[config.mk]
export PLATFORM = sky130hd
export DESIGN_NAME = ws_regslave
export DESIGN_NICKNAME = d
export VERILOG_FILES = /design/src/rtl/ws_pkg.sv /design/src/rtl/ws_wait_ctrl.sv /design/src/rtl/ws_reg_bank.sv /design/src/rtl/ws_read_mux.sv /design/src/rtl/ws_regslave.sv
export SDC_FILE = /design/constraint.sdc
export NUM_CORES = 1
export LEC_CHECK = 0
export ABC_CLOCK_PERIOD_IN_PS = 4200
export BUFFER_PORTS_ARGS = -buffer_cell sky130_fd_sc_hd__buf_2
export CAP_MARGIN = 25
export CORE_ASPECT_RATIO = 0.6
export CORE_MARGIN = 4
export CORE_UTILIZATION = 49
export CTS_BUF_LIST = sky130_fd_sc_hd__clkbuf_4 sky130_fd_sc_hd__clkbuf_8
export CTS_CLUSTER_SIZE = 10
export DETAILED_ROUTE_END_ITERATION = 8
export PLACE_DENSITY = 0.75
export SYNTH_ARGS = -nofsm -noshare
export SYNTH_HDL_FRONTEND = slang
export SYNTH_SLANG_ARGS = --single-unit
[constraint.sdc]
create_clock -name clk -period 4.2 [get_ports clk]
set_input_delay 0 -clock clk [delete_from_list [all_inputs] [get_ports clk]]
set_output_delay 0 -clock clk [all_outputs]
set_load 0.01 [all_outputs]
[src/rtl/ws_pkg.sv]
package ws_pkg;

    localparam int unsigned LANE_W = 8;

    typedef enum logic [1:0] {
        XF_IDLE  = 2'd0,
        XF_READ  = 2'd1,
        XF_WRITE = 2'd2
    } xfer_kind_t;

    // Decoded request as seen by the sub-blocks.
    typedef struct packed {
        xfer_kind_t kind;
        logic       mapped;
    } xfer_req_t;

    // Write has priority when both strobes are raised.
    function automatic xfer_kind_t decode_kind(input logic rd, input logic wr);
        if (wr)      return XF_WRITE;
        else if (rd) return XF_READ;
        else         return XF_IDLE;
    endfunction

endpackage

[src/rtl/ws_wait_ctrl.sv]
module ws_wait_ctrl
    import ws_pkg::*;
#(
    parameter int unsigned READ_WAIT  = 1,
    parameter int unsigned WRITE_WAIT = 2
) (
    input  logic       clk,
    input  logic       rst,
    input  xfer_kind_t kind,
    output logic       stall,
    output logic       finish
);
    localparam int unsigned MAX_WAIT = (READ_WAIT > WRITE_WAIT) ? READ_WAIT : WRITE_WAIT;
    localparam int unsigned CNT_W    = $clog2(MAX_WAIT + 2);

    logic [CNT_W-1:0] waited;
    logic [CNT_W-1:0] limit;
    logic             active;

    always_comb begin
        active = (kind != XF_IDLE);
        limit  = (kind == XF_WRITE) ? CNT_W'(WRITE_WAIT) : CNT_W'(READ_WAIT);
        stall  = active && (waited < limit);
        finish = active && !stall;
    end

    always_ff @(posedge clk) begin
        if (rst)        waited <= '0;
        else if (stall) waited <= waited + 1'b1;
        else            waited <= '0;
    end

    // no stall without a request
    always_comb begin
        if (!rst && !active) begin
            a_r8_idle_no_wait: assert (!stall);
        end
    end

endmodule

[src/rtl/ws_reg_bank.sv]
module ws_reg_bank
    import ws_pkg::*;
#(
    parameter int unsigned NUM_REGS = 8,
    parameter int unsigned DATA_W   = 32,
    parameter int unsigned IDX_W    = 3
) (
    input  logic                                clk,
    input  logic                                rst,
    input  logic                                we,
    input  logic [IDX_W-1:0]                    idx,
    input  logic [DATA_W-1:0]                   wdata,
    input  logic [DATA_W/LANE_W-1:0]            lanes,
    output logic [NUM_REGS-1:0][DATA_W-1:0]     regs
);
    localparam int unsigned NUM_LANES = DATA_W / LANE_W;

    for (genvar r = 0; r < NUM_REGS; r++) begin : g_reg
        for (genvar l = 0; l < NUM_LANES; l++) begin : g_lane
            always_ff @(posedge clk) begin
                if (rst)
                    regs[r][l*LANE_W +: LANE_W] <= '0;
                else if (we && (idx == IDX_W'(r)) && lanes[l])
                    regs[r][l*LANE_W +: LANE_W] <= wdata[l*LANE_W +: LANE_W];
            end
        end
    end

    // the bank is untouched unless a mapped write completes
    a_r4_no_write_no_change: assert property (@(posedge clk) disable iff (rst)
        !we |=> $stable(regs));

endmodule

[src/rtl/ws_read_mux.sv]
module ws_read_mux
    import ws_pkg::*;
#(
    parameter int unsigned NUM_REGS = 8,
    parameter int unsigned DATA_W   = 32,
    parameter int unsigned IDX_W    = 3
) (
    input  logic                            re,
    input  logic                            mapped,
    input  logic [IDX_W-1:0]                idx,
    input  logic [NUM_REGS-1:0][DATA_W-1:0] regs,
    output logic [DATA_W-1:0]               rdata
);
    always_comb begin
        rdata = '0;
        if (re && mapped) begin
            for (int i = 0; i < NUM_REGS; i++) begin
                if (idx == IDX_W'(i)) rdata = regs[i];
            end
        end
    end

    // unmapped reads give zero
    always_comb begin
        if (!mapped) begin
            a_r5_unmapped_zero: assert (rdata == '0);
        end
    end

endmodule

[src/rtl/ws_regslave.sv]
module ws_regslave
    import ws_pkg::*;
#(
    parameter int unsigned ADDR_W     = 4,
    parameter int unsigned NUM_REGS   = 8,
    parameter int unsigned READ_WAIT  = 1,
    parameter int unsigned WRITE_WAIT = 2
) (
    input  logic              clk,
    input  logic              rst,
    input  logic [ADDR_W-1:0] address,
    input  logic              read,
    input  logic              write,
    input  logic [31:0]       writedata,
    input  logic [3:0]        byteenable,
    output logic [31:0]       readdata,
    output logic              waitrequest
);
    localparam int unsigned DATA_W = 32;
    localparam int unsigned IDX_W  = (NUM_REGS > 1) ? $clog2(NUM_REGS) : 1;

    xfer_req_t                      req;
    logic                           finish;
    logic [IDX_W-1:0]               idx;
    logic [NUM_REGS-1:0][DATA_W-1:0] regs;

    always_comb begin
        req.kind   = decode_kind(read, write);
        req.mapped = (32'(address) < NUM_REGS);
        idx        = IDX_W'(address);
    end

    ws_wait_ctrl #(
        .READ_WAIT  (READ_WAIT),
        .WRITE_WAIT (WRITE_WAIT)
    ) u_wait (
        .clk    (clk),
        .rst    (rst),
        .kind   (req.kind),
        .stall  (waitrequest),
        .finish (finish)
    );

    ws_reg_bank #(
        .NUM_REGS (NUM_REGS),
        .DATA_W   (DATA_W),
        .IDX_W    (IDX_W)
    ) u_bank (
        .clk   (clk),
        .rst   (rst),
        .we    (finish && (req.kind == XF_WRITE) && req.mapped),
        .idx   (idx),
        .wdata (writedata),
        .lanes (byteenable),
        .regs  (regs)
    );

    ws_read_mux #(
        .NUM_REGS (NUM_REGS),
        .DATA_W   (DATA_W),
        .IDX_W    (IDX_W)
    ) u_rmux (
        .re     (finish && (req.kind == XF_READ)),
        .mapped (req.mapped),
        .idx    (idx),
        .regs   (regs),
        .rdata  (readdata)
    );

    // no data while a read is stalled or absent
    a_r6_quiet_readdata: assert property (@(posedge clk) disable iff (rst)
        (!read || write || waitrequest) |-> (readdata == '0));

    // a write right after a completed write stalls again
    a_r7_restart_wait: assert property (@(posedge clk) disable iff (rst)
        (write && !waitrequest && (WRITE_WAIT > 0)) |=> (!write || waitrequest));

    // a read with a nonzero count starts stalled
    a_r2_read_starts_stalled: assert property (@(posedge clk) disable iff (rst)
        (!read && !write) ##1 (read && !write && (READ_WAIT > 0)) |-> waitrequest);

endmodule

# Word-level counts from Yosys, hierarchy flattened
# Cells that the tools add are included.
[totals]
ff_bits = 258
input_bits = 44
elab_cells = 108
[classes]
addsub = 1
magnitude_cmp = 2
n_eq_ne = 9
n_mux = 12
n_bitwise = 1
reduce_logical = 50
[op_table]
columns = ["operator", "n"]
rows = [
  ["$mux W32", 9],
  ["$logic_and A1 B1 Y1", 46],
  ["$eq A3 B3 Y1 const B", 4],
  ["$eq A3 B2 Y1 const B", 2],
  ["$lt A4 B4 Y1 const B", 1],
  ["$mux W2", 2],
  ["$eq A3 B1 Y1 const B", 1],
  ["$logic_not A3 Y1", 1],
  ["$add A2 B1 Y2 const B", 1],
  ["$eq A2 B1 Y1 const B", 1],
  ["$eq A2 B2 Y1 const B", 1],
  ["$lt A2 B2 Y1", 1],
  ["$reduce_bool A2 Y1", 1],
  ["$reduce_or A2 Y1", 1],
  ["$logic_not A1 Y1", 1],
  ["$mux W1", 1],
  ["$not A1 Y1", 1],
]

# Longest topological paths before layout
[logic_depth]
depth_word = 12
depth_mapped = 7

# By module
# A second synthesis with hierarchy kept.
[unflattened]
cells_unflattened = 1325
hier_area_um2 = 13048.8
[by_module_without_submodules]
columns = ["mod", "instances", "cells_each", "area_per_inst_um2", "seq_area_each_um2"]
rows = [
  ["ws_reg_bank", 1, 924, 10131.0, 5124.9],
  ["ws_read_mux", 1, 381, 2751.4, 0.0],
  ["ws_wait_ctrl", 1, 16, 133.9, 40.0],
  ["ws_regslave", 1, 4, 32.5, 0.0],
]

# Worst setup path after synthesis
# No wires, ideal clock.
[synth_timing]
kind = "register to register"
start = "register u_wait.waited[1]"
end = "register u_bank.regs[128] (netlist name)"
setup_ps = 72
t_arrival_ps = 1673
setup_slack_ps = 2454
path_stages_with_launch = 7
n_path_buf = 2
synth_period_minus_slack_ps = 1746
cell_sequence = "dfxtp_1 -> ha_1 -> or2_2 -> buf_4 -> buf_4 -> nand4_4 -> mux2i_1"
[synth_via]
elab_chain_len = 8
[synth_rtl]
columns = ["item", "line_no", "source"]
rows = [
  ["start, declared", "ws_wait_ctrl.sv:16", "logic [CNT_W-1:0] waited;"],
  ["start signal, assigned", "ws_wait_ctrl.sv:29", "else if (stall) waited <= waited + 1'b1;"],
  ["$lt A2 B2 Y1", "ws_wait_ctrl.sv:23", "stall = active && (waited < limit);"],
  ["$logic_and A1 B1 Y1", "ws_wait_ctrl.sv:23", ""],
  ["$logic_not A1 Y1", "ws_wait_ctrl.sv:24", "finish = active && !stall;"],
  ["$logic_and A1 B1 Y1", "ws_wait_ctrl.sv:24", ""],
  ["$logic_and A1 B1 Y1 (2 in a row)", "ws_regslave.sv:51", ".we (finish && (req.kind == XF_WRITE) && req.mapped),"],
  ["$logic_and A1 B1 Y1 (2 in a row)", "ws_reg_bank.sv:23", "else if (we && (idx == IDX_W'(r)) && lanes[l])"],
]
# Every way passes these cells.
# A chain may end at the register's enable or synchronous reset.

# Worst setup path after layout
[layout_timing]
start = "register u_wait.waited[1]"
end = "register u_bank.regs[198] (netlist name)"
[layout_via]
elab_chain_len = 8
[layout_rtl]
columns = ["item", "line_no"]
rows = [
  ["$lt A2 B2 Y1", "ws_wait_ctrl.sv:23"],
  ["$logic_and A1 B1 Y1", "ws_wait_ctrl.sv:23"],
  ["$logic_not A1 Y1", "ws_wait_ctrl.sv:24"],
  ["$logic_and A1 B1 Y1", "ws_wait_ctrl.sv:24"],
  ["$logic_and A1 B1 Y1 (2 in a row)", "ws_regslave.sv:51"],
  ["$logic_and A1 B1 Y1 (2 in a row)", "ws_reg_bank.sv:23"],
]
# Every way passes these cells.

==> flow_summary.yaml <==
yosys:
  syn_area_per_cell_sq_um: 10.6
  yosysWarnings: 0
  summed_instance_area_of_the_synthesized_netlist_sq_um: 12900
  syn_inst: 1218
  synth.lib_cells_used.distinct: 43
  nets_in_the_synthesized_netlist: 1263
  proportion_of_synthesized_flip_flops_having_asynchronous_set_or_reset_pct: 0
  synth-seq-area-share_pct: 40.1
  synth_enable_flop_cells: 0
  top_flip_flop_cell_by_instance_count_after_synthesis: "sky130_fd_sc_hd__dfxtp_1"
  yosys_register_bits: 258
routing:
  detailroute.via_count: 9145
  via_to_cell_ratio: 5.55
  post-route-drc-count: 0
  route.final.wire_length_mm: 32.0
  drtPass1Iterations: 5
  drtIter0Drc: 669
  antenna_left: 0
  route.detailed.wl_per_inst_um: 19.4
critical_path:
  critical_path_required_ns: 4.66
  critPathCaptureType: "register"
  r2r_slack_ns: 1.50
  crit_path_max_incr_delay_ns: 0.82
  r2r_end: "u_bank.regs[198]"
  worst_r2r_path_depth: 4
  critical_path_class: "register to register"
  highest_net_fanout_along_the_worst_path: 29
  timing.critical_path.from_type: "register"
  timing.rr.start: "u_wait.waited[1]"
  crit_arrival_ns: 3.16
  slowest_stage: "sky130_fd_sc_hd__or2_2"
  timing.critical_path.cells: "ha_1 -> or2_2 -> nand4b_1 -> mux2i_1"
sta:
  grt_setup_unrepaired: "false"
  tightest_slew_ns: 1.04
  slew_viol_final: 0
  worst_hold_slack_ns: 0.0449
  period_share_pct: 64.3
  period_minus_slack_ns: 2.70
  final_hold_viol_count: 0
  worst_case_headroom_to_the_max_slew_limit_pct: 30.4
  setup_tns_ns: 0
  maxClockFrequency_ghz: 0.370
  finalSetupViolations: 0
  finalClockSkew_ns: 0.0151
pwr:
  vdd_drop_max_mv: 0.242
  cellPowerDensity_nw_per_um2: 351
  p_leak_uw: 0.00705
  power_frac_seq_pct: 48.3
  pwr-share-clk_pct: 43.5
  final_total_power_uw: 5110
  netSwitchingPower_uw: 1250
  power.internal_uw: 3860
  comb_power_share_pct: 8.2
  power.switching_fraction_pct: 24.5
placed_design:
  place.detailed.hpwl_mm: 19.6
  post_dp_cell_area_sq_um: 13400
  routabilityCongestion: 0.787
  buffer_ports.inserted: 76
worst_hold_path:
  hold_path_depth: 3
  worstHoldEndpoint: "u_bank.regs[245]"
  worst_hold_path_type: "primary input to register"
  timing.hold.worst.start: "rst"
outcome:
  status: "completed"
floorplan:
  die_x_um: 217
  floorplan.core_area_sq_um: 25600
  fp-row-count: 45
  start_util_pct: 50.4
  top_level_ports: 77
  die_height_um: 134
  die_area_sq_um: 29100
clock_network:
  worstSkewPairLatency_ns: 0.55
  cts_hold_buffers: 35
  clock_path_buffers: 3
  cell_at_the_root_of_the_clock_tree: "sky130_fd_sc_hd__clkbuf_8"
  post-cts-setup-buffers: 0
  tritoncts_num_sinks: 258
  tritoncts: "built"
  number_of_buffers_added_by_the_clock_tree_synthesis_step: 40
  depth_of_the_cts_h_tree: 2
  worst_path_clk_slew_ns: 0.07
  cts-resized-gates: 0
run:
  cap_violations: 0
grt:
  grt_pass1_vias: 9347
  global_route.overflow_total: 0
  first_pass_grt_wire_length_mm: 51.5
  globalRouteMet2Util_pct: 32.4
  grt_start_max_net_pins: 111
  total_routing_usage_reported_by_global_routing_pct: 21.8
  met1_usage_pct: 32.4
  grt.met3_usage_pct: 4.10
  antenna_violations_before_repair: 0
  grt.busiest_layer: "met2"
finish:
  nNetsFinal: 1311
  fin_area_sq_um: 14600
  flow.area_growth_from_synthesis_pct: 12.9
  ratio_of_cells_with_drive_above_1_in_the_final_layout_pct: 20.3
  antenna-diode-count: 0
## critical path, delay by kind of cell (launching register included)
family	cells	cell delay, ns
AND/OR/NAND/NOR	2	1.60
multiplexers	1	0.35
flip-flops	1	0.33
adder cells (fa/ha/maj)	1	0.32
## layout make-up
class | instances | area, sq um
Fill cell | 2234 | 11000
Multi-Input combinational cell | 832 | 7200
Sequential cell | 258 | 5160
Timing Repair Buffer | 129 | 891
Clock buffer | 67 | 822
Tap cell | 352 | 440
Clock inverter | 4 | 20.0
Inverter | 5 | 18.8
## registers in the layout, summed over array words and instances (netlist names)
| signal | count |
|---|---|
| u_wait.waited | 2 |
| u_bank.regs | 256 |
## synthesized netlist by cell type, drive strengths merged (3+ instances only)
cell    count  area, sq um
nor2b       7         48.8
dfxtp     258         5160
nand4      23          395
buf        59          302
o22ai      22          138
o21bai     10         75.1
and2        4         25.0
nand4b      5         43.8
inv         5         18.8
mux2       22          248
nand2b    292         1830
o211a      10          100
a22oi      20          150
nor2       12         52.6
mux2i     341         3410
o221a      43          484
clkbuf     64          240
nand2       3         11.3
nor4b       3         32.5
## power by group through the flow
stage | Clock, uW | Sequential [uW] | Combinational (uW)
floorplan | 0 | 2520 | 297
global placement | 0 | 2520 | 388
detailed placement | 0 | 2520 | 390
CTS | 2270 | 2470 | 417
global route | 2380 | 2470 | 447
finish | 2220 | 2470 | 419
## layer usage
metal | vias up | routed length, um
met5 | - | 0
met4 | 0 | 638
met3 | 49 | 1580
met2 | 190 | 13600
met1 | 4511 | 16100
li1 | 4395 | -
## kinds of logic (layout without fill, tap and decap cells)
group	Yosys count	after routing	share of synthesized area [%]
AO/OA/AOI/OAI	109	109	7.55
XOR/XNOR	1	1	0.0679
adder cells (fa/ha/maj)	1	1	0.0970
buffers and inverters	128	205	4.35
flip-flops	258	258	40.1
multiplexers	363	363	28.4
AND/OR/NAND/NOR	358	358	19.5
## cells in the final DEF (no fill, tap or decap), drive strengths merged, types with 5 or more instances in the layout
cell type    Yosys  routed
mux2i          341     341
nand2b         292     292
dfxtp          258     258
buf             59      94
clkbuf          64      67
o221a           43      43
dlygate4sd3      0      35
nand4           23      23
o22ai           22      22
mux2            22      22
a22oi           20      20
nor2            12      12
o21bai          10      10
o211a           10      10
nor2b            7       7
inv              5       5
nand4b           5       5
## metrics by stage
| stage | instances | setup WS, ns | util [%] |
|---|---|---|---|
| 3_3_place_gp | 1541 | 1.65 | 52.3 |
| 2_1_floorplan | 1218 | 2.45 | - |
| 5_1_grt | 1647 | 1.35 | 57.0 |
| 6_report | 1647 | 1.50 | 57.0 |
| 3_5_place_dp | 1541 | 1.56 | 52.3 |
| 4_1_cts | 1647 | 1.54 | 57.0 |
## how the worst max path moves through the flow
stage                     startpoint               end  slack [ns]
global route        u_wait.waited[1]  u_bank.regs[224]        1.35
floorplan           u_wait.waited[1]  u_bank.regs[128]        2.45
finish              u_wait.waited[1]  u_bank.regs[198]        1.50
global placement    u_wait.waited[1]  u_bank.regs[230]        1.65
CTS                 u_wait.waited[1]  u_bank.regs[231]        1.54
detailed placement  u_wait.waited[1]  u_bank.regs[251]        1.56
No activity file was read; power rests on OpenSTA's default activity.
